===== config.mk =====
export PLATFORM = sky130hd
export DESIGN_NAME = alt_adc_reader
export DESIGN_NICKNAME = d
export VERILOG_FILES = /design/src/rtl/adc_rd_pkg.sv /design/src/rtl/adc_conv_timer.sv /design/src/rtl/adc_sclk_gen.sv /design/src/rtl/adc_frame_fsm.sv /design/src/rtl/alt_adc_reader.sv
export SDC_FILE = /design/constraint.sdc
export NUM_CORES = 1
export LEC_CHECK = 0
export BUFFER_PORTS_ARGS = -buffer_cell sky130_fd_sc_hd__buf_2
export CORE_UTILIZATION = 40
export CTS_CLUSTER_SIZE = 28
export DETAILED_ROUTE_END_ITERATION = 6
export PLACE_DENSITY = 0.55
export SYNTH_ARGS = -nofsm -noshare
export SYNTH_HDL_FRONTEND = slang
export SYNTH_SLANG_ARGS = --single-unit

===== constraint.sdc =====
create_clock -name clk -period 4.45 [get_ports clk]
set_input_delay 0.2225 -clock clk [delete_from_list [all_inputs] [get_ports clk]]
set_output_delay 0.2225 -clock clk [all_outputs]
set_load 0.02 [all_outputs]

===== src/rtl/adc_rd_pkg.sv =====
package adc_rd_pkg;

    typedef enum logic [1:0] {
        RD_IDLE  = 2'd0,
        RD_SHIFT = 2'd1,
        RD_CLOSE = 2'd2
    } rd_state_e;

endpackage


===== src/rtl/adc_conv_timer.sv =====
module adc_conv_timer #(
    parameter int CONV_PERIOD = 500
) (
    input  logic clk,
    input  logic rst,
    output logic start_o
);
    localparam int CW = (CONV_PERIOD > 2) ? $clog2(CONV_PERIOD) : 1;
    localparam logic [CW-1:0] LAST = CW'(CONV_PERIOD - 1);

    typedef struct packed {
        logic [CW-1:0] cnt;
        logic          start;
    } tmr_t;

    tmr_t d, q;

    always_comb begin
        d = q;
        d.start = (q.cnt == LAST);
        if (q.cnt == LAST) begin
            d.cnt = '0;
        end else begin
            d.cnt = q.cnt + 1'b1;
        end
    end

    always_ff @(posedge clk) begin
        if (rst) begin
            q <= '0;
        end else begin
            q <= d;
        end
    end

    assign start_o = q.start;

    // consecutive start pulses never arrive back to back
    a_r2_start_spacing: assert property (@(posedge clk) disable iff (rst)
        start_o |=> !start_o);

endmodule


===== src/rtl/adc_sclk_gen.sv =====
module adc_sclk_gen #(
    parameter int SCLK_HALF = 5
) (
    input  logic clk,
    input  logic rst,
    input  logic run_i,
    output logic sclk_o,
    output logic rise_o
);
    localparam int CW = (SCLK_HALF > 1) ? $clog2(SCLK_HALF) : 1;
    localparam logic [CW-1:0] LAST = CW'(SCLK_HALF - 1);

    typedef struct packed {
        logic [CW-1:0] cnt;
        logic          sclk;
    } sck_t;

    sck_t d, q;
    logic toggle;

    always_comb begin
        d = q;
        toggle = run_i && (q.cnt == LAST);
        if (!run_i) begin
            d.cnt  = '0;
            d.sclk = 1'b1;
        end else if (toggle) begin
            d.cnt  = '0;
            d.sclk = ~q.sclk;
        end else begin
            d.cnt  = q.cnt + 1'b1;
        end
    end

    always_ff @(posedge clk) begin
        if (rst) begin
            q <= '{cnt: '0, sclk: 1'b1};
        end else begin
            q <= d;
        end
    end

    assign sclk_o = q.sclk;
    assign rise_o = toggle && !q.sclk;

    // once stopped, the serial clock is high from the next cycle
    a_r3_stop_high: assert property (@(posedge clk) disable iff (rst)
        !run_i |=> sclk_o);

endmodule


===== src/rtl/adc_frame_fsm.sv =====
module adc_frame_fsm
    import adc_rd_pkg::*;
#(
    parameter int FRAME_BITS = 16,
    parameter int DATA_BITS  = 12
) (
    input  logic                 clk,
    input  logic                 rst,
    input  logic                 start_i,
    input  logic                 rise_i,
    input  logic                 miso_i,
    output logic                 run_o,
    output logic                 cs_n_o,
    output logic [DATA_BITS-1:0] ch0_data_o,
    output logic                 ch0_valid_o,
    output logic [DATA_BITS-1:0] ch1_data_o,
    output logic                 ch1_valid_o
);
    localparam int BCW = $clog2(FRAME_BITS + 1);
    localparam logic [BCW-1:0] LAST_BIT = BCW'(FRAME_BITS - 1);
    localparam logic [BCW-1:0] ALL_BITS = BCW'(FRAME_BITS);

    typedef struct packed {
        rd_state_e            st;
        logic [DATA_BITS-1:0] sh;
        logic [BCW-1:0]       bits;
        logic                 sel;
        logic                 cs_n;
        logic [DATA_BITS-1:0] d0;
        logic                 v0;
        logic [DATA_BITS-1:0] d1;
        logic                 v1;
    } fsm_t;

    fsm_t d, q;

    always_comb begin
        d = q;
        d.v0 = 1'b0;
        d.v1 = 1'b0;
        unique case (q.st)
            RD_IDLE: begin
                if (start_i) begin
                    d.st   = RD_SHIFT;
                    d.cs_n = 1'b0;
                    d.bits = '0;
                end
            end
            RD_SHIFT: begin
                if (rise_i) begin
                    // a short register drops the leading bits as they pass
                    d.sh   = {q.sh[DATA_BITS-2:0], miso_i};
                    d.bits = q.bits + 1'b1;
                    if (q.bits == LAST_BIT) begin
                        d.st = RD_CLOSE;
                    end
                end
            end
            RD_CLOSE: begin
                d.cs_n = 1'b1;
                if (q.sel) begin
                    d.d1 = q.sh;
                    d.v1 = 1'b1;
                end else begin
                    d.d0 = q.sh;
                    d.v0 = 1'b1;
                end
                d.sel = ~q.sel;
                d.st  = RD_IDLE;
            end
            default: begin
                d.st   = RD_IDLE;
                d.cs_n = 1'b1;
            end
        endcase
    end

    always_ff @(posedge clk) begin
        if (rst) begin
            q <= '{st: RD_IDLE, sh: '0, bits: '0, sel: 1'b0, cs_n: 1'b1,
                   d0: '0, v0: 1'b0, d1: '0, v1: 1'b0};
        end else begin
            q <= d;
        end
    end

    assign run_o       = (q.st == RD_SHIFT);
    assign cs_n_o      = q.cs_n;
    assign ch0_data_o  = q.d0;
    assign ch0_valid_o = q.v0;
    assign ch1_data_o  = q.d1;
    assign ch1_valid_o = q.v1;

    // the rising-edge count of a frame never passes the frame length
    a_r4_bit_bound: assert property (@(posedge clk) disable iff (rst)
        q.bits <= ALL_BITS);

    // each strobe is a single cycle
    a_r8_pulse0: assert property (@(posedge clk) disable iff (rst)
        ch0_valid_o |=> !ch0_valid_o);
    a_r8_pulse1: assert property (@(posedge clk) disable iff (rst)
        ch1_valid_o |=> !ch1_valid_o);

    // results hold between strobes
    a_r9_hold0: assert property (@(posedge clk) disable iff (rst)
        1'b1 |=> (ch0_valid_o || $stable(ch0_data_o)));
    a_r9_hold1: assert property (@(posedge clk) disable iff (rst)
        1'b1 |=> (ch1_valid_o || $stable(ch1_data_o)));

    // a channel 0 strobe is followed by a channel 1 strobe before the next channel 0 one
    a_r7_alternate: assert property (@(posedge clk) disable iff (rst)
        ch0_valid_o |-> q.sel);

endmodule


===== src/rtl/alt_adc_reader.sv =====
module alt_adc_reader #(
    parameter int SCLK_HALF   = 5,
    parameter int CONV_PERIOD = 500,
    parameter int FRAME_BITS  = 16,
    parameter int DATA_BITS   = 12
) (
    input  logic                 clk,
    input  logic                 rst,
    input  logic                 spi_miso,
    output logic                 spi_cs_n,
    output logic                 spi_sclk,
    output logic [DATA_BITS-1:0] res0_data,
    output logic                 res0_valid,
    output logic [DATA_BITS-1:0] res1_data,
    output logic                 res1_valid
);
    logic start;
    logic run;
    logic rise;

    adc_conv_timer #(
        .CONV_PERIOD(CONV_PERIOD)
    ) i_timer (
        .clk     (clk),
        .rst     (rst),
        .start_o (start)
    );

    adc_sclk_gen #(
        .SCLK_HALF(SCLK_HALF)
    ) i_sclk (
        .clk    (clk),
        .rst    (rst),
        .run_i  (run),
        .sclk_o (spi_sclk),
        .rise_o (rise)
    );

    adc_frame_fsm #(
        .FRAME_BITS(FRAME_BITS),
        .DATA_BITS (DATA_BITS)
    ) i_fsm (
        .clk         (clk),
        .rst         (rst),
        .start_i     (start),
        .rise_i      (rise),
        .miso_i      (spi_miso),
        .run_o       (run),
        .cs_n_o      (spi_cs_n),
        .ch0_data_o  (res0_data),
        .ch0_valid_o (res0_valid),
        .ch1_data_o  (res1_data),
        .ch1_valid_o (res1_valid)
    );

    // the serial clock is high whenever chip select is high
    a_r3_idle_high: assert property (@(posedge clk) disable iff (rst)
        spi_cs_n |-> spi_sclk);

    // a new conversion is only requested while no frame is open
    a_r2_start_idle: assert property (@(posedge clk) disable iff (rst)
        start |-> (spi_cs_n && !run));

    // the two strobes are never high in the same cycle
    a_r8_exclusive: assert property (@(posedge clk) disable iff (rst)
        $onehot0({res0_valid, res1_valid}));

endmodule


==> out/qor.txt, run 1 <==
STATUS
----------------------------------------------------------------------------------
Status                                                                finished clean

CRITICAL PATH
----------------------------------------------------------------------------------
Max incr delay on CP                                                       0.78 ns
Signal arrival time at the worst endpoint                                  2.14 ns
CP Class                                                              flip-flop to flip-flop
Crit start category                                                      flip-flop
R2R cell count                                                                   3
Cell Chain, Critical Path                                             nor3b_2 > nand2_1 > a21oi_1
Buffers & Inverters on Critical Path                                             0
Cell type group with the largest total delay on the critical path     simple AND/OR/NAND/NOR gates
Crit Reg-Reg Endpoint                                                 i_fsm.ch0_data_o[10]
Capturing instance or port of the critical path                       i_fsm.ch0_data_o[10]
Max Fanout on Critical Path                                                     24
Number of logic stages on the critical path including buffering                  3
Endpoint type of the worst setup path                                    flip-flop
Data required time of the worst path                                       4.70 ns
Worst setup startpoint                                                 i_fsm.q[46]
Setup slack on the worst flop-to-flop path                                 2.56 ns
Start of the worst register-to-register path                           i_fsm.q[46]
Worst-path cell with the longest stage delay                               dfxtp_1

SYNTH
----------------------------------------------------------------------------------
Share of the yosys chip area belonging to registers                          47.4%
Count of flip-flops with a built-in enable after synthesis                       0
Post-synth net total                                                           312
Count of yosys warnings during synthesis                                         0
Flip-flop and latch count after synthesis                                       61
Average instance area after synthesis                                     8.48 um2
Number of distinct library cells after synthesis                                43
Post-synthesis async set-or-reset flop share                                    0%
Main synth FF type                                                         dfxtp_1
Cell area after synthesis                                              0.00258 mm2
Gate count of the mapped netlist                                               304

CLOCK TREE
----------------------------------------------------------------------------------
CTS clk-pin slew, worst paths                                              0.07 ns
Total of cells resized after clock tree synthesis                                0
Clock tree from TritonCTS                                                    built
Latest clock arrival within the worst-skew pair                            0.33 ns
Post-CTS repair timing setup buffer count                                        0
CTS root buf                                                              clkbuf_8
Cts-stage hold buffer count                                                      0
Inserted Clock Buffers                                                           9
CTS sink count                                                                  61
Number of levels the H-tree was split into                                       3
Deepest clock path buffer count                                                  2

STA
----------------------------------------------------------------------------------
Ratio of final minimum period to clock period                                42.4%
Max Clock Skew                                                          0.00887 ns
Number of endpoints failing setup at the final stage                             0
Number of max-slew violations in the final report                                0
Max Clk Rate                                                             0.530 GHz
Relative slew margins                                                        36.8%
Slew at the pin with the worst max-slew slack                             0.948 ns
Final hold vios                                                                  0
Unrepaired setup endpoints after global routing                              false
Final period demand of the worst path                                      1.89 ns
Total negative setup slack                                                    0 ns
Final setup slack of the worst path                                        2.56 ns

DETAILED ROUTING
----------------------------------------------------------------------------------
Number of nets still failing antenna checks after routing                        0
Final routed DRC violation total                                                 0
First-pass iteration count of the detailed router                                4
Final WL                                                                   5010 um
Detailed Route Iter0 Violations                                                127
Wire length per cell                                                       13.1 um
Via count                                                                     1952
Vias per std cell                                                             5.10

FINAL LAYOUT
----------------------------------------------------------------------------------
Layout area overhead                                                         5.49%
Nets@finish                                                                    312
Antenna Cells                                                                    0
Finished Layout Cells                                                          383
Share of final-layout standard cells stronger than drive strength 1          15.9%
Commonest non-fill, non-tap cell in the layout                             dfxtp_1
Most frequent cells in the layout                                     61 x dfxtp_1, 60 x nand2_1, 40 x a21oi_1, 30 x buf_2, 18 x nand3_1

FLOORPLAN
----------------------------------------------------------------------------------
Die width                                                                  82.3 um
Vertical extent of the die                                                 82.3 um
Total number of placement rows                                                  28
Count of pins on the block boundary                                             31
Effective utilization at floorplan                                           42.5%
Full die area                                                          0.00677 mm2
Core Box Area                                                          0.00606 mm2

PLACE
----------------------------------------------------------------------------------
Placement Setup Slack                                                      2.53 ns
Detailed placement HPWL                                                    3110 um
Number of cells after detailed placement                                       368
Final weighted congestion in routability-driven placement                    0.716
Number of port buffers                                                          30

PWR
----------------------------------------------------------------------------------
Worst supply voltage drop on vdd                                            229 uV
Leakage power total                                                        1.01 nW
Power per standard cell area                                            380 mW/mm2

GRT
----------------------------------------------------------------------------------
Pin count of the biggest net entering global routing                            52
First-pass GRT wire length                                                 8450 um
Vias in the first global route                                                1839
GRT Util Overall                                                             16.8%
Antenna violations before repair                                                 0
GRT overflow                                                                     0

WORST HOLD PATH
----------------------------------------------------------------------------------
Class of the tightest hold or removal check                           primary input to flip-flop

RUN
----------------------------------------------------------------------------------
Max-cap violations                                                               0

-- synthesized netlist by cell type (2+ instances only) --
master    instances  area share (%)
dfxtp_1          61              47
nand2_1          60             8.7
a21oi_1          40             7.8
buf_4            24             7.0
nand3_1          18             3.5
o21ai_0          15             2.9
nor2_1           10             1.5
inv_1             9             1.3
buf_2             7             1.4
clkbuf_1          5            0.73
ha_1              5             2.4
buf_6             4             1.7
nand4_1           4            0.97
or3_1             4            0.97
a31oi_1           3            0.73
and3_1            3            0.73
o21ai_1           3            0.58
or4_1             2            0.58
xnor2_1           2            0.68
xor2_1            2            0.68
-- worst min path at each step --
stage | to | startpoint | cells after the start | slack (ns)
finish | i_fsm.q[33] | spi_miso | 3 | 0.14
global route | i_fsm.q[33] | spi_miso | 3 | 0.13
CTS | i_fsm.q[33] | spi_miso | 3 | 0.12
detailed placement | i_fsm.cs_n_o | i_fsm.cs_n_o | 2 | 0.44
global placement | i_fsm.ch0_data_o[2] | i_fsm.ch0_data_o[2] | 2 | 0.44
floorplan | i_fsm.cs_n_o | rst | 2 | 0.34
-- flip-flops by register name, indices dropped and copies added, names as in the netlist --
| signal | flops |
|---|---|
| i_fsm.q | 20 |
| i_fsm.ch0_data_o | 12 |
| i_fsm.ch1_data_o | 12 |
| i_timer.q | 9 |
| i_sclk.q | 3 |
| i_fsm.ch0_valid_o | 1 |
| i_fsm.ch1_valid_o | 1 |
| i_fsm.cs_n_o | 1 |
| i_sclk.sclk_o | 1 |
| i_timer.start_o | 1 |
-- routing by layer --
metal	global-route usage (%)	up-vias	share of wire (%)
met1	19.7	903	48
li1	-	1005	-
met5	0	-	0
met2	27.5	42	47
met3	7.58	2	4.4
met4	4.74	0	0.54
-- worst register-to-register path: stages (launching register included) --
cell and delay [ns]:
dfxtp_1 0.78, nor3b_2 0.75, nand2_1 0.14, a21oi_1 0.15
-- area by class of cell --
| class | instances | area, um2 |
|---|---|---|
| clock buffers | 10 | 128 |
| clock inverters | 5 | 52.6 |
| fillers | 639 | 3340 |
| inverters | 10 | 37.5 |
| multi-input cells | 192 | 1040 |
| flip-flops and latches | 61 | 1220 |
| well taps | 75 | 93.8 |
| repair buffers | 30 | 150 |
-- stage by stage --
step / total power [W] / util [%] / cell area, um2 / hold WS [ns]
floorplan: 0.000582 / - / 2580 / 0.335
global placement: 0.000587 / 41.9 / 2540 / 0.439
detailed placement: 0.000587 / 41.9 / 2540 / 0.438
CTS: 0.00105 / 44.9 / 2720 / 0.125
global route: 0.00108 / 44.9 / 2720 / 0.134
finish: 0.00103 / 44.9 / 2720 / 0.143
-- kinds of logic (layout without fill, tap and decap cells) --
| kind of cell | after synthesis | after routing | share of synthesized area, % |
|---|---|---|---|
| buffers and inverters | 51 | 55 | 12.4 |
| DFF | 61 | 61 | 47.4 |
| xor gates and xnor gates | 4 | 4 | 1.36 |
| muxes | 1 | 1 | 0.388 |
| adders and majority gates | 5 | 5 | 2.43 |
| AOI/OAI and AO/OA | 66 | 66 | 13.6 |
| and+or+nand+nor | 116 | 116 | 22.4 |
-- where the power goes --
part / switching, W / internal (W)
sequential: 0.00000512 / 0.000551
combinational: 0.0000135 / 0.00000558
clock: 0.000205 / 0.000252
total: 0.000224 / 0.000809
Power figures use the tool's default switching activity.
==> inputs of run 2 (changes only) <==
ABC_AREA = 1   (was default)
clock period = 1.85 ns   (was 4.45 ns; I/O delays follow)
==> run 2 against run 1 <==
Effect of this change: sequential power up 140%; worst hold slack got worse by 0.12 ns; critical path depth increased by 4; cell count up 7.0%; worst setup slack worse by 2.2 ns; sequential share of layout area decreased by 0.55 points; combinational power increased to 3.6 times the previous value; via count decreased by 2.9%; register-to-register slack lost 2.2 ns; core utilization grew 0.56 points; synthesized area shrank 0.58%; fmax rose by 25%; critical endpoint is now i_fsm.q[42]; largest cell class unchanged.
==> out/qor.txt, run 2 <==
STATUS
----------------------------------------------------------------------------------
Status                                                                finished clean

GRT
----------------------------------------------------------------------------------
Vias in the first global route                                                1655   -10%
GRT Util Overall                                                             15.4%   -1.4 points
Antenna violations before repair                                                 0   unchanged
First-pass GRT wire length                                                 7830 um   -7.3%
GRT overflow                                                                     0   unchanged
Pin count of the biggest net entering global routing                            35   -33%

SYNTH
----------------------------------------------------------------------------------
Count of flip-flops with a built-in enable after synthesis                       0   unchanged
Average instance area after synthesis                                     7.96 um2   -6.1%
Top area cells in the synthesized netlist                             dfxtp_1 48%, nand2_1 8.9%, buf_4 7.3%
Post-synth net total                                                           330   +5.8%
Flip-flop and latch count after synthesis                                       61   unchanged
Post-synthesis async set-or-reset flop share                                    0%   unchanged
Cell area after synthesis                                              0.00256 mm2   -0.58%
Gate count of the mapped netlist                                               322   +5.9%
Main synth FF type                                                         dfxtp_1
Number of distinct library cells after synthesis                                26   -40%
Most frequent cells after synthesis                                   61 x dfxtp_1, 61 x nand2_1, 46 x nor2_1
Share of the yosys chip area belonging to registers                          47.7%   +0.28 points
Count of yosys warnings during synthesis                                         0   unchanged
Leading area contributor after synthesis                                   dfxtp_1
Top-area cell type share of the netlist area                                 47.7%   +0.28 points

RUN
----------------------------------------------------------------------------------
Max-cap violations                                                               0   unchanged

CRITICAL PATH
----------------------------------------------------------------------------------
Crit Reg-Reg Endpoint                                                  i_fsm.q[42]
CP Class                                                              flip-flop to flip-flop
Start of the worst register-to-register path                           i_sclk.q[1]
Setup slack on the worst flop-to-flop path                                 0.34 ns   -2.22 ns
Signal arrival time at the worst endpoint                                  1.77 ns   -0.37 ns
Endpoint type of the worst setup path                                    flip-flop
Max Fanout on Critical Path                                                     13   -46%
R2R cell count                                                                   7   +4
Data required time of the worst path                                       2.11 ns   -2.59 ns
Crit start category                                                      flip-flop

CLOCK TREE
----------------------------------------------------------------------------------
CTS clk-pin slew, worst paths                                              0.07 ns   about the same
Post-CTS repair timing setup buffer count                                        0   unchanged
CTS sink count                                                                  61   unchanged
Total of cells resized after clock tree synthesis                                0   unchanged
Cts-stage hold buffer count                                                      0   unchanged
Clock tree from TritonCTS                                                    built
Deepest clock path buffer count                                                  2   unchanged
Inserted Clock Buffers                                                           9   unchanged
Number of levels the H-tree was split into                                       3   unchanged
Latest clock arrival within the worst-skew pair                            0.33 ns   about the same
CTS root buf                                                              clkbuf_8

STA
----------------------------------------------------------------------------------
Slew at the pin with the worst max-slew slack                             0.435 ns   -0.513 ns
Number of max-slew violations in the final report                                0   unchanged
Max Clk Rate                                                             0.663 GHz   +25%
Final hold vios                                                                  0   unchanged
Final period demand of the worst path                                      1.51 ns   -0.379 ns
Relative slew margins                                                        70.9%   +34 points
Max Clock Skew                                                           0.0114 ns   +0.00252 ns
Unrepaired setup endpoints after global routing                              false
Total negative setup slack                                                    0 ns   unchanged
Number of endpoints failing setup at the final stage                             0   unchanged
Final setup slack of the worst path                                       0.342 ns   -2.22 ns
Ratio of final minimum period to clock period                                81.5%   +39 points

PLACE
----------------------------------------------------------------------------------
Final weighted congestion in routability-driven placement                    0.707   -1.2%
Placement Setup Slack                                                     0.341 ns   -2.19 ns
Number of cells after detailed placement                                       394   +7.1%
Detailed placement HPWL                                                    3110 um   about the same
Number of port buffers                                                          30   unchanged

PWR
----------------------------------------------------------------------------------
Sequential share of power                                                    54.9%   +1.1 points
Share of total power in combinational logic                                   2.8%   +1.0 points
Portion of total power attributed to the clock network                       42.2%   -2.1 points
Switching component of the power                                        0.000557 W   +150%
Worst supply voltage drop on vdd                                            548 uV   +140%
Leakage power total                                                        1.16 nW   +15%
Switching part of the total                                                  23.0%   +1.3 points
Cell-internal power                                                      0.00187 W   +130%
Power per standard cell area                                            881 mW/mm2   +130%

FLOORPLAN
----------------------------------------------------------------------------------
Effective utilization at floorplan                                           42.3%   -0.25 points
Full die area                                                          0.00673 mm2   -0.56%
Count of pins on the block boundary                                             31   unchanged
Vertical extent of the die                                                 82.0 um   -0.28%
Total number of placement rows                                                  28   unchanged
Core Box Area                                                          0.00606 mm2   unchanged
Die width                                                                  82.0 um   -0.28%

FINAL LAYOUT
----------------------------------------------------------------------------------
Layout area overhead                                                         7.42%
Nets@finish                                                                    338   +8.3%
Most frequent cells in the layout                                     61 x nand2_1, 61 x dfxtp_1, 46 x nor2_1, 30 x buf_2, 25 x a21oi_1
Share of final-layout standard cells stronger than drive strength 1          20.9%   +5.0 points
Finished Layout Cells                                                          410   +7.0%
Most flop-heavy register                                                   i_fsm.q
Number of flip-flops under the largest register name                            20   unchanged
Antenna Cells                                                                    0   unchanged

DETAILED ROUTING
----------------------------------------------------------------------------------
Final WL                                                                   4590 um   -8.4%
Detailed Route Iter0 Violations                                                 80   -37%
Final routed DRC violation total                                                 0   unchanged
Number of nets still failing antenna checks after routing                        0   unchanged
First-pass iteration count of the detailed router                                4   unchanged
Wire length per cell                                                       11.2 um   -14%
Via count                                                                     1896   -2.9%
Vias per std cell                                                             4.62   -9.3%

WORST HOLD PATH
----------------------------------------------------------------------------------
Worst Hold Path Cells                                                            3   unchanged
Worst Hold Path EP                                                     i_fsm.q[33]
Class of the tightest hold or removal check                           primary input to flip-flop
Beginning of the worst hold path                                          spi_miso

==> run 2: cell type report <==
type	count	area (um2)
clock buffer	13	149
clock inverter	3	21.3
fill	621	3310
inverter	22	82.6
multi-input combinational	202	1000
sequential	61	1220
tap	75	93.8
timing repair buffer	34	180
==> run 2: kinds of logic after synthesis <==
kind of cell,count (synthesis),synth area share [%]
adder cells (fa/ha/maj),5,2.44
AO/OA/AOI/OAI,52,11.7
XOR/XNOR,5,1.71
AND/OR/NAND/NOR,140,23.3
flip-flops,61,47.7
buffers and inverters,59,13.1
==> run 2: metrics by stage <==
stage	area, um2	utilization, %	total power [W]	hold slack, ns
after floorplan	2560	-	0.00141	0.235
after global placement	2580	42.6	0.00143	0.366
after detailed placement	2580	42.6	0.00143	0.373
after CTS	2750	45.4	0.00246	0.0227
after global routing	2750	45.4	0.00253	0.0266
final	2750	45.4	0.00242	0.0244
==> run 2: critical path, stage by stage (launching register included) <==
cell     delay [ns]
dfxtp_1        0.35
inv_1          0.05
ha_1           0.19
nand2_1        0.16
nor2_1         0.09
nand2_1        0.34
nand2_1        0.13
a21oi_2        0.15
==> run 2: routing by layer <==
| layer | up-vias | track usage, % | share of wire [%] |
|---|---|---|---|
| met5 | - | 0 | 0 |
| met4 | 0 | 7.89 | 2.0 |
| met3 | 9 | 3.33 | 4.0 |
| met2 | 34 | 20.8 | 38 |
| met1 | 835 | 22.6 | 56 |
| li1 | 1018 | - | - |
==> run 2: how the worst max path moves through the flow <==
stage,start,endpoint,slack (ns)
finish,i_sclk.q[1],i_fsm.q[42],0.34
global route,i_sclk.q[1],i_fsm.q[37],0.19
CTS,i_sclk.q[1],i_fsm.q[35],0.33
detailed placement,i_sclk.q[1],i_fsm.q[44],0.34
global placement,i_sclk.q[1],i_fsm.q[39],0.36
floorplan,i_sclk.q[1],i_fsm.q[36],0.57
==> run 2: power by group through the flow <==
| stage | Sequential (W) | Clock [W] | Combinational, W |
|---|---|---|---|
| after floorplan | 0.00136 | 0 | 0.0000511 |
| after global placement | 0.00136 | 0 | 0.0000703 |
| after detailed placement | 0.00136 | 0 | 0.0000704 |
| after CTS | 0.00133 | 0.00106 | 0.0000707 |
| after global routing | 0.00133 | 0.00112 | 0.0000808 |
| final | 0.00133 | 0.00102 | 0.0000690 |
==> inputs of run 3 (changes only) <==
PLACE_DENSITY = 0.58   (was 0.55)
clock period = 1.3 ns   (was 1.85 ns; I/O delays follow)
==> run 3 against run 2 <==
Effect of this change: non-clock buffer count is 16 higher; clock skew shrank 0.00073 ns; first-iteration DRC count up 10%; routed wire length grew 7.5%; sequential power grew 42%; worst setup slack got worse by 0.31 ns; final area rose by 9.2%; largest cell class unchanged.
==> out/qor.txt, run 3 (same netlist as run 2, synthesis figures left out) <==
STATUS
----------------------------------------------------------------------------------
Status                                                                finished clean

PLACE
----------------------------------------------------------------------------------
Placement Setup Slack                                                   -0.0875 ns   -0.429 ns
Final weighted congestion in routability-driven placement                    0.731   +3.3%
Detailed placement HPWL                                                    3330 um   +7.0%
Number of port buffers                                                          30   unchanged

GRT
----------------------------------------------------------------------------------
Antenna violations before repair                                                 0   unchanged
First-pass GRT wire length                                                 8360 um   +6.7%
GRT Util Overall                                                             16.6%   +1.2 points
GRT overflow                                                                     0   unchanged
Vias in the first global route                                                1881   +14%
Pin count of the biggest net entering global routing                            35   unchanged

DETAILED ROUTING
----------------------------------------------------------------------------------
Final routed DRC violation total                                                 0   unchanged
Final WL                                                                   4930 um   +7.5%
Vias per std cell                                                             4.63   +0.10%
Number of nets still failing antenna checks after routing                        0   unchanged
Via count                                                                     1972   +4.0%
First-pass iteration count of the detailed router                                4   unchanged
Detailed Route Iter0 Violations                                                 88   +10%
Wire length per cell                                                       11.6 um   +3.5%

CLOCK TREE
----------------------------------------------------------------------------------
Number of levels the H-tree was split into                                       3   unchanged
Inserted Clock Buffers                                                           9   unchanged
CTS root buf                                                              clkbuf_8
Latest clock arrival within the worst-skew pair                            0.33 ns   about the same
CTS sink count                                                                  61   unchanged
Clock tree from TritonCTS                                                    built
Deepest clock path buffer count                                                  2   unchanged
CTS clk-pin slew, worst paths                                              0.07 ns   about the same

FINAL LAYOUT
----------------------------------------------------------------------------------
Nets@finish                                                                    354   +4.7%
Layout area overhead                                                         17.3%
Antenna Cells                                                                    0   unchanged
Most flop-heavy register                                                   i_fsm.q
Number of flip-flops under the largest register name                            20   unchanged
Share of final-layout standard cells stronger than drive strength 1          30.8%   +9.9 points
Final design utilization                                                     49.6%   +4.2 points
Most frequent cells in the layout                                     57 x nand2_1, 57 x dfxtp_1, 43 x nor2_1, 30 x buf_2, 25 x a21oi_1

FLOORPLAN
----------------------------------------------------------------------------------
Total number of placement rows                                                  28   unchanged
Full die area                                                          0.00673 mm2   unchanged
Vertical extent of the die                                                 82.0 um   unchanged
Core Box Area                                                          0.00606 mm2   unchanged
Count of pins on the block boundary                                             31   unchanged
Die width                                                                  82.0 um   unchanged
Effective utilization at floorplan                                           42.3%   unchanged

STA
----------------------------------------------------------------------------------
Relative slew margins                                                        72.0%   +1.1 points
Final setup slack of the worst path                                      0.0334 ns   -0.308 ns
Number of max-slew violations in the final report                                0   unchanged
Unrepaired setup endpoints after global routing                               true
Final period demand of the worst path                                      1.27 ns   -0.242 ns
Number of endpoints failing setup at the final stage                             0   unchanged
Max Clk Rate                                                             0.790 GHz   +19%
Max Clock Skew                                                           0.0107 ns   -0.000727 ns
Slew at the pin with the worst max-slew slack                             0.420 ns   -0.0148 ns
Final hold vios                                                                  0   unchanged
Ratio of final minimum period to clock period                                97.4%   +16 points

CRITICAL PATH
----------------------------------------------------------------------------------
Data required time of the worst path                                       1.56 ns   -0.55 ns
CP Class                                                              flip-flop to flip-flop
Setup slack on the worst flop-to-flop path                                 0.03 ns   -0.31 ns
R2R cell count                                                                   7   unchanged
Signal arrival time at the worst endpoint                                  1.53 ns   -0.24 ns
Crit start category                                                      flip-flop
Endpoint type of the worst setup path                                    flip-flop
Max Fanout on Critical Path                                                     17   +4
Start of the worst register-to-register path                           i_sclk.q[1]
Crit Reg-Reg Endpoint                                                  i_fsm.q[31]

PWR
----------------------------------------------------------------------------------
Worst supply voltage drop on vdd                                            962 uV   +75%
Power per standard cell area                                           1230 mW/mm2   +39%
Final Power                                                              0.00369 W   +52%
Leakage power total                                                        1.28 nW   +10%

RUN
----------------------------------------------------------------------------------
Max-cap violations                                                               0   unchanged

WORST HOLD PATH
----------------------------------------------------------------------------------
Beginning of the worst hold path                                               rst
Worst Hold Path Cells                                                            3   unchanged
Worst Hold Path EP                                                    i_fsm.cs_n_o
Class of the tightest hold or removal check                           primary input to flip-flop

==> run 3: metal layers <==
layer | global-route usage, % | wire (um) | vias up
met1 | 23.1 | 2720 | 881
met5 | 0 | 0 | -
met4 | 5.79 | 39 | 0
met2 | 24.2 | 1980 | 34
met3 | 5.00 | 189 | 4
li1 | - | - | 1053
==> run 3: final cells by class <==
class	instances	area [um2]
timing repair buffer	50	335
clock inverter	7	75.1
multi-input combinational	202	1070
inverter	22	82.6
sequential	61	1230
tap	75	93.8
fill	605	3050
clock buffer	9	124
==> run 3: worst max-delay path by stage <==
stage,from,end,cells past startpoint
floorplan,i_sclk.q[1],i_fsm.q[36],8
global placement,i_fsm.q[46],i_fsm.ch0_data_o[0],4
detailed placement,i_fsm.q[46],i_fsm.ch0_data_o[4],4
CTS,i_sclk.q[1],i_fsm.q[43],8
global route,i_sclk.q[1],i_fsm.q[32],7
finish,i_sclk.q[1],i_fsm.q[31],7
==> run 3: what timing repair did <==
| item | in CTS | in global routing |
|---|---|---|
| resized for setup | 5 | 25 |
| endpoints found under the hold margin | 1 | 0 |
| endpoints found under the setup margin | 35 | 41 |
| hold buffers | 1 | 0 |
| pin swaps | 0 | 6 |
| cloned | 0 | 1 |
| buffers inserted | 0 | 1 |
==> run 3: worst max-delay path, cell delays in order (launching register included) <==
cell	delay, ns
dfxtp_2	0.32
inv_1	0.05
ha_2	0.18
nand2_4	0.08
nor3_4	0.20
buf_12	0.17
nand3_1	0.07
a21oi_1	0.12
==> run 3: where the power goes <==
part | switching [W] | internal [W] | total (W)
Sequential | 0.0000103 | 0.00188 | 0.00189
Clock | 0.000781 | 0.000894 | 0.00167
Combinational | 0.0000820 | 0.0000426 | 0.000125
==> run 3: per-stage QoR <==
stage               hold slack, ns  setup TNS (ns)  std cells  instance area (um2)
finish                      0.0969               0        426                 3010
global route                 0.123          -0.317        426                 3010
CTS                         0.0748               0        424                 2930
detailed placement           0.339           -1.90        407                 2710
global placement             0.336          -0.999        407                 2710
floorplan                    0.208               0        322                 2560
